<file path="config.mk">
export PLATFORM = sky130hd
export DESIGN_NAME = wdt2_top
export DESIGN_NICKNAME = d
export VERILOG_FILES = /design/src/rtl/wdt2_pkg.sv /design/src/rtl/wdt2_prescaler.sv /design/src/rtl/wdt2_countdown.sv /design/src/rtl/wdt2_regs.sv /design/src/rtl/wdt2_top.sv
export SDC_FILE = /design/constraint.sdc
export NUM_CORES = 1
export LEC_CHECK = 0
export BUFFER_PORTS_ARGS = -buffer_cell sky130_fd_sc_hd__buf_2
export CAP_MARGIN = 20
export CORE_MARGIN = 1
export CORE_UTILIZATION = 45
export CTS_CLUSTER_DIAMETER = 30
export CTS_CLUSTER_SIZE = 14
export DETAILED_ROUTE_END_ITERATION = 12
export GPL_TIMING_DRIVEN = 0
export PLACE_DENSITY = 0.63
export SKIP_CTS_REPAIR_TIMING = 1
export SYNTH_ARGS = -nofsm -noshare
export SYNTH_HDL_FRONTEND = slang
export SYNTH_HIERARCHICAL = 1
export SYNTH_SLANG_ARGS = --single-unit
</file>
<file path="constraint.sdc">
create_clock -name clk -period 3.1 [get_ports clk]
set_input_delay 0.155 -clock clk [delete_from_list [all_inputs] [get_ports clk]]
set_output_delay 0.155 -clock clk [all_outputs]
set_load 0.01 [all_outputs]
</file>
<file path="src/rtl/wdt2_pkg.sv">
package wdt2_pkg;
  localparam int ADR_CFG    = 0;
  localparam int ADR_CTRL   = 1;
  localparam int ADR_PRE1   = 2;
  localparam int ADR_PRE2   = 3;
  localparam int ADR_RELOAD = 4;

  localparam int CTRL_LOCK_BIT  = 0;
  localparam int CTRL_EN_BIT    = 1;
  localparam int CFG_FAST_BIT   = 2;
  localparam int CFG_RSTDIS_BIT = 5;
  localparam int RLD_BIT        = 8;
  localparam int TMO_BIT        = 9;

  localparam logic [7:0] KEY_FIRST  = 8'h80;
  localparam logic [7:0] KEY_SECOND = 8'h86;

  typedef enum logic [1:0] {UL_IDLE, UL_HALF, UL_OPEN} unlock_e;
  typedef enum logic {ST_FIRST, ST_SECOND} stage_e;
endpackage

</file>
<file path="src/rtl/wdt2_prescaler.sv">
module wdt2_prescaler #(
  parameter int SLOW_LOG2 = 15,
  parameter int FAST_LOG2 = 5
) (
  input  logic clk,
  input  logic rst,
  input  logic run,
  input  logic clear,
  input  logic fast,
  output logic tick
);
  localparam int CNT_W = (SLOW_LOG2 > FAST_LOG2) ? SLOW_LOG2 : FAST_LOG2;

  logic [CNT_W-1:0] cnt_q;
  logic             slow_wrap, fast_wrap;

  always_ff @(posedge clk) begin
    if (rst || clear || !run) cnt_q <= '0;
    else                      cnt_q <= cnt_q + 1'b1;
  end

  assign slow_wrap = &cnt_q[SLOW_LOG2-1:0];
  assign fast_wrap = &cnt_q[FAST_LOG2-1:0];
  assign tick      = run && !clear && (fast ? fast_wrap : slow_wrap);
endmodule

</file>
<file path="src/rtl/wdt2_countdown.sv">
module wdt2_countdown
  import wdt2_pkg::*;
#(
  parameter int PRE_W = 10
) (
  input  logic             clk,
  input  logic             rst,
  input  logic             run,
  input  logic             restart,
  input  logic             tick,
  input  logic [PRE_W-1:0] pre1,
  input  logic [PRE_W-1:0] pre2,
  output logic             expire1,
  output logic             expire2
);
  localparam logic [PRE_W-1:0] ONE = PRE_W'(1);

  logic [1:0][PRE_W-1:0] pre_raw, pre_eff;
  stage_e                stage_q;
  logic [PRE_W-1:0]      cnt_q;
  logic                  last_tick;

  assign pre_raw[0] = pre1;
  assign pre_raw[1] = pre2;

  for (genvar g = 0; g < 2; g++) begin : g_sat
    assign pre_eff[g] = (pre_raw[g] == '0) ? ONE : pre_raw[g];
  end

  assign last_tick = run && !restart && tick && (cnt_q <= ONE);
  assign expire1   = last_tick && (stage_q == ST_FIRST);
  assign expire2   = last_tick && (stage_q == ST_SECOND);

  always_ff @(posedge clk) begin
    if (rst || restart || !run) begin
      stage_q <= ST_FIRST;
      cnt_q   <= pre_eff[0];
    end else if (tick) begin
      if (cnt_q <= ONE) begin
        if (stage_q == ST_FIRST) begin
          stage_q <= ST_SECOND;
          cnt_q   <= pre_eff[1];
        end else begin
          stage_q <= ST_FIRST;
          cnt_q   <= pre_eff[0];
        end
      end else begin
        cnt_q <= cnt_q - ONE;
      end
    end
  end
endmodule

</file>
<file path="src/rtl/wdt2_regs.sv">
module wdt2_regs
  import wdt2_pkg::*;
#(
  parameter int DATA_W = 16,
  parameter int ADDR_W = 3,
  parameter int PRE_W  = 10,
  parameter int CFG_W  = 6
) (
  input  logic              clk,
  input  logic              rst,
  input  logic              wr,
  input  logic [ADDR_W-1:0] addr,
  input  logic [DATA_W-1:0] wdata,
  input  logic              stage2_hit,
  output logic [CFG_W-1:0]  cfg_q,
  output logic              en_q,
  output logic              lock_q,
  output logic [PRE_W-1:0]  pre1_q,
  output logic [PRE_W-1:0]  pre2_q,
  output logic              tmo_q,
  output logic              restart,
  output logic [DATA_W-1:0] rdata_q
);
  unlock_e     ul_q, ul_d;
  logic        wr_rld, accept;
  logic [DATA_W-1:0] rd_d;

  assign wr_rld  = wr && (addr == ADDR_W'(ADR_RELOAD));
  assign accept  = wr_rld && (ul_q == UL_OPEN);
  assign restart = accept && wdata[RLD_BIT];

  always_comb begin
    ul_d = ul_q;
    if (wr) begin
      if (!wr_rld) begin
        ul_d = UL_IDLE;
      end else begin
        case (ul_q)
          UL_IDLE: ul_d = (wdata == DATA_W'(KEY_FIRST)) ? UL_HALF : UL_IDLE;
          UL_HALF: begin
            if (wdata == DATA_W'(KEY_SECOND))     ul_d = UL_OPEN;
            else if (wdata == DATA_W'(KEY_FIRST)) ul_d = UL_HALF;
            else                                   ul_d = UL_IDLE;
          end
          default: ul_d = UL_IDLE;
        endcase
      end
    end
  end

  always_ff @(posedge clk) begin
    if (rst) begin
      ul_q   <= UL_IDLE;
      cfg_q  <= '0;
      en_q   <= 1'b0;
      lock_q <= 1'b0;
      pre1_q <= '1;
      pre2_q <= '1;
    end else begin
      ul_q <= ul_d;
      if (wr) begin
        case (addr)
          ADDR_W'(ADR_CFG):  cfg_q  <= wdata[CFG_W-1:0];
          ADDR_W'(ADR_PRE1): pre1_q <= wdata[PRE_W-1:0];
          ADDR_W'(ADR_PRE2): pre2_q <= wdata[PRE_W-1:0];
          ADDR_W'(ADR_CTRL): begin
            if (!lock_q) begin
              en_q   <= wdata[CTRL_EN_BIT] | wdata[CTRL_LOCK_BIT];
              lock_q <= wdata[CTRL_LOCK_BIT];
            end
          end
          default: ;
        endcase
      end
    end
  end

  always_ff @(posedge clk) begin
    if (rst)                          tmo_q <= 1'b0;
    else if (stage2_hit)              tmo_q <= 1'b1;
    else if (accept && wdata[TMO_BIT]) tmo_q <= 1'b0;
  end

  always_comb begin
    rd_d = '0;
    case (addr)
      ADDR_W'(ADR_CFG):    rd_d[CFG_W-1:0] = cfg_q;
      ADDR_W'(ADR_CTRL):   begin
        rd_d[CTRL_EN_BIT]   = en_q;
        rd_d[CTRL_LOCK_BIT] = lock_q;
      end
      ADDR_W'(ADR_PRE1):   rd_d[PRE_W-1:0] = pre1_q;
      ADDR_W'(ADR_PRE2):   rd_d[PRE_W-1:0] = pre2_q;
      ADDR_W'(ADR_RELOAD): rd_d[TMO_BIT] = tmo_q;
      default: ;
    endcase
  end

  always_ff @(posedge clk) begin
    if (rst) rdata_q <= '0;
    else     rdata_q <= rd_d;
  end
endmodule

</file>
<file path="src/rtl/wdt2_top.sv">
module wdt2_top
  import wdt2_pkg::*;
#(
  parameter int DATA_W    = 16,
  parameter int ADDR_W    = 3,
  parameter int PRE_W     = 10,
  parameter int CFG_W     = 6,
  parameter int SLOW_LOG2 = 15,
  parameter int FAST_LOG2 = 5
) (
  input  logic              clk,
  input  logic              rst,
  input  logic              reg_wr,
  input  logic [ADDR_W-1:0] reg_addr,
  input  logic [DATA_W-1:0] reg_wdata,
  output logic [DATA_W-1:0] reg_rdata,
  output logic              irq_o,
  output logic              wdt_rst_o
);
  logic [CFG_W-1:0] cfg_q;
  logic             en_q, lock_q, tmo_q, restart, tick;
  logic [PRE_W-1:0] pre1_q, pre2_q;
  logic             expire1, expire2;

  wdt2_regs #(
    .DATA_W(DATA_W), .ADDR_W(ADDR_W), .PRE_W(PRE_W), .CFG_W(CFG_W)
  ) u_regs (
    .clk(clk), .rst(rst), .wr(reg_wr), .addr(reg_addr), .wdata(reg_wdata),
    .stage2_hit(expire2), .cfg_q(cfg_q), .en_q(en_q), .lock_q(lock_q),
    .pre1_q(pre1_q), .pre2_q(pre2_q), .tmo_q(tmo_q), .restart(restart),
    .rdata_q(reg_rdata)
  );

  wdt2_prescaler #(
    .SLOW_LOG2(SLOW_LOG2), .FAST_LOG2(FAST_LOG2)
  ) u_pre (
    .clk(clk), .rst(rst), .run(en_q), .clear(restart),
    .fast(cfg_q[CFG_FAST_BIT]), .tick(tick)
  );

  wdt2_countdown #(.PRE_W(PRE_W)) u_cnt (
    .clk(clk), .rst(rst), .run(en_q), .restart(restart), .tick(tick),
    .pre1(pre1_q), .pre2(pre2_q), .expire1(expire1), .expire2(expire2)
  );

  always_ff @(posedge clk) begin
    if (rst) begin
      irq_o     <= 1'b0;
      wdt_rst_o <= 1'b0;
    end else begin
      irq_o     <= expire1 && (cfg_q[1:0] != 2'b11);
      wdt_rst_o <= expire2 && !cfg_q[CFG_RSTDIS_BIT];
    end
  end
endmodule

</file>
==> metrics, run 1 <==
Yosys warnings=6; Synth Flop Type=dfxtp_1; worst skew pair latency=340 ps; GP Congestion=approximately 0.86; post-DP HPWL=approximately 5900 um; fin crit share=0.788; worst hold path class=input port to register; Max FO, Critical Path=9; Crit-path slowest cell=or4_4; diodes inserted=0; Synth area leaders=dfxtp_1 34%, edfxtp_1 8.7%, nand2_1 4.1%; Peak VDD IR=around 0.29 mV; WP depth=8; sequential group share of total power=0.484; Yosys reg bits=approximately 70; number of nets in the layout=about 440; Synth Cell Area=approximately 0.0034 sq mm; Initial DRC Count=157; Power Internal=roughly 1.5 mW; die area=0.00800 sq mm; Hold Vio Cnt, Final=0; FF+latch area=between 0.001 and 0.0015 sq mm; cell count of the worst reg-to-reg path=8; initial core utilization=0.469; Max Freq=approximately 400 MHz; largest net degree at the start of global routing=13; CP cell instances=ha_1 -> nand3_2 -> or4_4 -> o21ai_0 -> nand4_1 -> nor2_1 -> inv_1 -> a21oi_1; Final Critical Period=approximately 2400 ps; synth cell count leaders=59 x dfxtp_1, 38 x nand2_1, 36 x nor2_1; Worst Setup Path Type=register to register; sequential fraction of the synthesis area=0.431; GR Util All Layers=0.217; post-route clock skew=12.0 ps; Pwr per Cell Area=a little under 500 mW/mm^2; Ports=40; CTS Buf Count=9; CORE AREA=0.00733 sq mm; wire length per cell=~15 um; number of global-route vias before repair=2618; Area Growth Syn to Fin=15.7%; Syn Inst Count=approximately 370; top cell type by total area after synthesis=dfxtp_1; Final setup viols=0; hold path depth=2; setup TNS=0 ps; via-per-instance ratio=5.55; Sw Share=0.227; measured slew at the worst slew-check pin=between 500 and 600 ps; initial antenna violation count=0; fillers=around 670; Setup WS pre-CTS=about 600 ps; clock root buffer=clkbuf_8; Die X=between 80 and 90 um; Reg clk slew, reported paths=80 ps; Rel. slew slack=0.606; ANT nets after route=0; CTS max path bufs=2; First-pass DRT Iterations=4; asr flop ratio synth=0; status=finished, final reports clean; Die H=89.4 um; H-tree levels=3; Port Buffers=31; Clock Sinks=69; Overflow after GRT=0; crit path buf inv count=1; MaxCap Viol Count=0; Unique masters post-synth=66; Total Wirelength=roughly 8000 um; crit path launch type=register; DR vias=between 2000 and 3000; Std-Cell Rows=31; net switching power=446 uW; Post-synth EDFFs=10; Mean Syn Cell Area=9.32 sq um; layout cells sized above 1=0.200; Final Slew Violations=0; Comb power frac=0.073; Worst Slack Setup Final=around 660 ps; Setup crit end kind=register; first-pass GRT wire length=about 13000 um; Synth top area share=0.343; count leader, synth=dfxtp_1; P_leak=~1.5 nW; DRC=0; CP max stage delay=a little under 600 ps; Crit path required time=3380 ps; Worst Path Arrival=about 2700 ps; delay-heaviest family, CP=simple AND/OR/NAND/NOR gates; RSZ-0062 raised after global routing=false; Clk pwr share=0.443; multi-input gate area in the final layout=0.00179 sq mm; CTS tree=done
-- routing by layer --
layer,global-route usage,vias to the layer above,part of all wire
met2,0.344,80,0.46
met1,0.292,1368,0.47
met5,0,-,0
met3,0.0471,12,0.048
met4,0.0823,0,0.019
li1,-,1428,-
-- state kept, by name (all words and copies together), names as in the netlist --
register / flops
u_pre/cnt_q: 15
u_cnt/cnt_q: 10
u_regs/pre1_q: 10
u_regs/pre2_q: 10
u_regs/rdata_q: 10
u_regs/cfg_q: 6
u_regs/ul_q: 2
irq_o: 1
u_cnt/stage_q: 1
u_regs/en_q: 1
u_regs/lock_q: 1
u_regs/tmo_q: 1
wdt_rst_o: 1
-- metrics by stage --
| stage | std cells | area, sq um | total power [mW] | utilization | hold slack (ps) |
|---|---|---|---|---|---|
| after floorplan | 374 | 3460 | 1.06 | - | 226 |
| after global placement | 504 | 3740 | 1.11 | 0.510 | 409 |
| after detailed placement | 504 | 3740 | 1.11 | 0.510 | 406 |
| after CTS | 520 | 3980 | 1.99 | 0.543 | 40.4 |
| after global routing | 520 | 3980 | 2.05 | 0.543 | 39.8 |
| final | 520 | 3980 | 1.97 | 0.543 | 55.0 |
-- power groups by stage --
stage               clock network [mW]  logic (mW)  registers (mW)
detailed placement                   0       0.141           0.973
global route                     0.933       0.158           0.956
finish                           0.872       0.143           0.953
floorplan                            0      0.0901           0.970
global placement                     0       0.140           0.973
CTS                              0.894       0.142           0.953
-- cell families after synthesis --
family	share of synthesized area
and+or+nand+nor	0.280
DFF	0.431
AOI/OAI and AO/OA	0.135
xor gates and xnor gates	0.0153
muxes	0.0673
adders and majority gates	0.0146
buffers and inverters	0.0553
other	0.00109
-- layout by cell type, fill, tap and decap left out, drive strengths merged, types with 3 or more instances in the layout --
cell type | netlist | final
dfxtp | 59 | 59
buf | 14 | 45
nand2 | 38 | 38
nor2 | 36 | 36
clkbuf | 9 | 21
inv | 15 | 17
a21oi | 14 | 14
nor2b | 13 | 13
nand3b | 13 | 13
mux2i | 13 | 13
edfxtp | 10 | 10
a211o | 10 | 10
nor4 | 10 | 10
nand3 | 9 | 9
or4 | 7 | 7
nor3 | 6 | 6
nand2b | 6 | 6
conb | 1 | 6
o22ai | 5 | 5
o31ai | 5 | 5
mux2 | 5 | 5
a31oi | 4 | 4
o21ai | 4 | 4
xor2 | 4 | 4
nand4 | 4 | 4
ha | 4 | 4
and2 | 4 | 4
a22oi | 4 | 4
or2 | 3 | 3
o21a | 3 | 3
nor3b | 3 | 3
or3 | 3 | 3
-- final cells by class --
class	count	area share
well taps	99	0.0311
plain buffers	23	0.0336
repair buffers	31	0.0390
flip-flops and latches	69	0.372
clock buffers	12	0.0418
clock inverters	4	0.0189
multi-input cells	267	0.449
inverters	15	0.0142
-- worst reg2reg max path: cells and delay by family, from the launching register on --
family	cells	cell delay, ps
DFF	1	370
and+or+nand+nor	4	1230
adders and majority gates	1	220
buffers and inverters	1	90
AOI/OAI and AO/OA	2	470
-- final timing paths --
check                 startpoint               end  slack (ps)
hold reg to reg   u_pre/cnt_q[0]    u_pre/cnt_q[0]         470
setup / recovery  u_pre/cnt_q[0]      u_regs/tmo_q         660
setup reg to reg  u_pre/cnt_q[0]      u_regs/tmo_q         660
hold / removal      reg_wdata[6]  u_regs/pre1_q[6]          50
Power figures use the tool's default switching activity.
==> inputs of run 2 (changes only) <==
--- a/config.mk
+++ b/config.mk
@@ -13,7 +13,7 @@
 export CTS_CLUSTER_SIZE = 14
 export DETAILED_ROUTE_END_ITERATION = 12
 export GPL_TIMING_DRIVEN = 0
-export PLACE_DENSITY = 0.63
+export PLACE_DENSITY = 0.66
 export SKIP_CTS_REPAIR_TIMING = 1
 export SYNTH_ARGS = -nofsm -noshare
 export SYNTH_HDL_FRONTEND = slang
==> constraint.sdc (replaced) <==
create_clock -name clk -period 2 [get_ports clk]
set_input_delay 0.1 -clock clk [delete_from_list [all_inputs] [get_ports clk]]
set_output_delay 0.1 -clock clk [all_outputs]
set_load 0.01 [all_outputs]
==> metrics, run 2 (same netlist as run 1, synthesis figures left out) <==
status=finished, final reports clean; First-pass DRT Iterations=5; clock root buffer=clkbuf_8; GR peak layer=met2; Port Buffers=31; H-tree levels=3; Clock Sinks=around 70; Setup WS pre-CTS=-296 ps; GP Congestion=about 0.85; placed cell area=approximately 0.0037 sq mm; Largest register FFs=15; CP dominant cell by count=or4_4; most common cell after layout, fill and taps aside=dfxtp_1; Total Wirelength=a little over 8000 um; Ports=40; fin crit share=0.991; DR vias=slightly below 3000; crit path launch type=register; Overflow after GRT=0; CP cell instances=or4_4 -> or4_4 -> a32oi_2 -> o22ai_1; Final setup viols=0; first-pass GRT wire length=12400 um; Pwr per Cell Area=~700 mW/mm^2; wire length per cell=approximately 16 um; setup TNS=0 ps; Area Growth Syn to Fin=20.0%; initial core utilization=0.469; Final Critical Period=slightly below 2000 ps; die area=~0.0080 sq mm; Finished Cell Area=0.00413 sq mm; CTS tree=done; Initial DRC Count=around 210; Hold Vio Cnt, Final=0; final cell count without fillers=530; Peak VDD IR=about 0.54 mV; worst hold path class=input port to register; DRC=0; post-route clock skew=6.73 ps; GRT met3 Usage=0.0554; Die H=just under 90 um; placed cells=between 500 and 600; RSZ-0062 raised after global routing=true; measured slew at the worst slew-check pin=roughly 550 ps; Std-Cell Rows=31; crit path buf inv count=0; largest net degree at the start of global routing=13; number of nets in the layout=~450; Max Freq=around 500 MHz; Final Slew Violations=0; Worst Path Arrival=roughly 2100 ps; number of global-route vias before repair=~2600; R2R Setup Slk=around 17 ps; Max FO, Critical Path=5; Worst Slack Setup Final=around 17 ps; Worst Setup Path Type=register to register; worst skew pair latency=between 300 and 400 ps; delay-heaviest family, CP=simple AND/OR/NAND/NOR gates; Crit-path slowest cell=or4_4; Setup crit end kind=register; Crit path required time=between 2000 and 2500 ps; Core Util, Final=0.563; MaxCap Viol Count=0; CTS max path bufs=2; GR Util All Layers=0.212; Die X=between 80 and 90 um; ANT nets after route=0; via-per-instance ratio=5.62; Rel. slew slack=0.632; CP max stage delay=600 ps; total power draw=2.87 mW; commonest cells after routing, fill and taps aside=57 x dfxtp_1, 38 x nand2_1, 35 x buf_2; layout cells sized above 1=0.241; CORE AREA=between 0.007 and 0.008 sq mm; GR Util met1=0.257; diodes inserted=0; CTS Buf Count=9; WHS=between 20 and 25 ps; post-DP HPWL=between 5000 and 6000 um; initial antenna violation count=0; P_leak=between 1.5 and 2 nW; GR Util met2=0.359; Reg clk slew, reported paths=80 ps; Biggest register=u_pre/cnt_q
run 2: cell types whose count changed in the layout (fill, tap and decap cells not counted), sizes merged:
cell and delta:
clkbuf -2, clkinv +1, clkinvlp +1, bufinv -1, dlygate4sd3 +2, buf +8, a41oi +1
run 2: worst paths after layout:
check / cells after the start / start / to
setup / recovery: 4 / u_cnt/cnt_q[1] / u_cnt/cnt_q[7]
hold / removal: 2 / rst / wdt_rst_o
setup reg to reg: 4 / u_cnt/cnt_q[1] / u_cnt/cnt_q[7]
hold reg to reg: 1 / u_pre/cnt_q[0] / u_pre/cnt_q[0]
run 2: final cells by class:
class	instances	area [sq um]
Inverter	15	56.3
Fill cell	675	3200
Multi-Input combinational cell	268	1900
Buffer	22	130
Tap cell	99	124
Clock inverter	5	57.6
Clock buffer	11	141
Timing Repair Buffer	41	235
Sequential cell	69	1490
run 2: worst register-to-register path, stage by stage, from the launching register on:
cell	delay (ps)
edfxtp_1	440
or4_4	600
or4_4	430
a32oi_2	170
o22ai_1	100
run 2: power by group:
part	switching (mW)	internal, mW	total [mW]
clock	0.552	0.613	1.17
sequential	0.0363	1.44	1.48
combinational	0.126	0.105	0.232
total	0.714	2.16	2.87
run 2: routing by layer:
| layer | vias to the layer above | wire [um] |
|---|---|---|
| li1 | 1449 | - |
| met1 | 1407 | 3630 |
| met2 | 102 | 4020 |
| met3 | 18 | 422 |
| met4 | 0 | 165 |
| met5 | - | 0 |
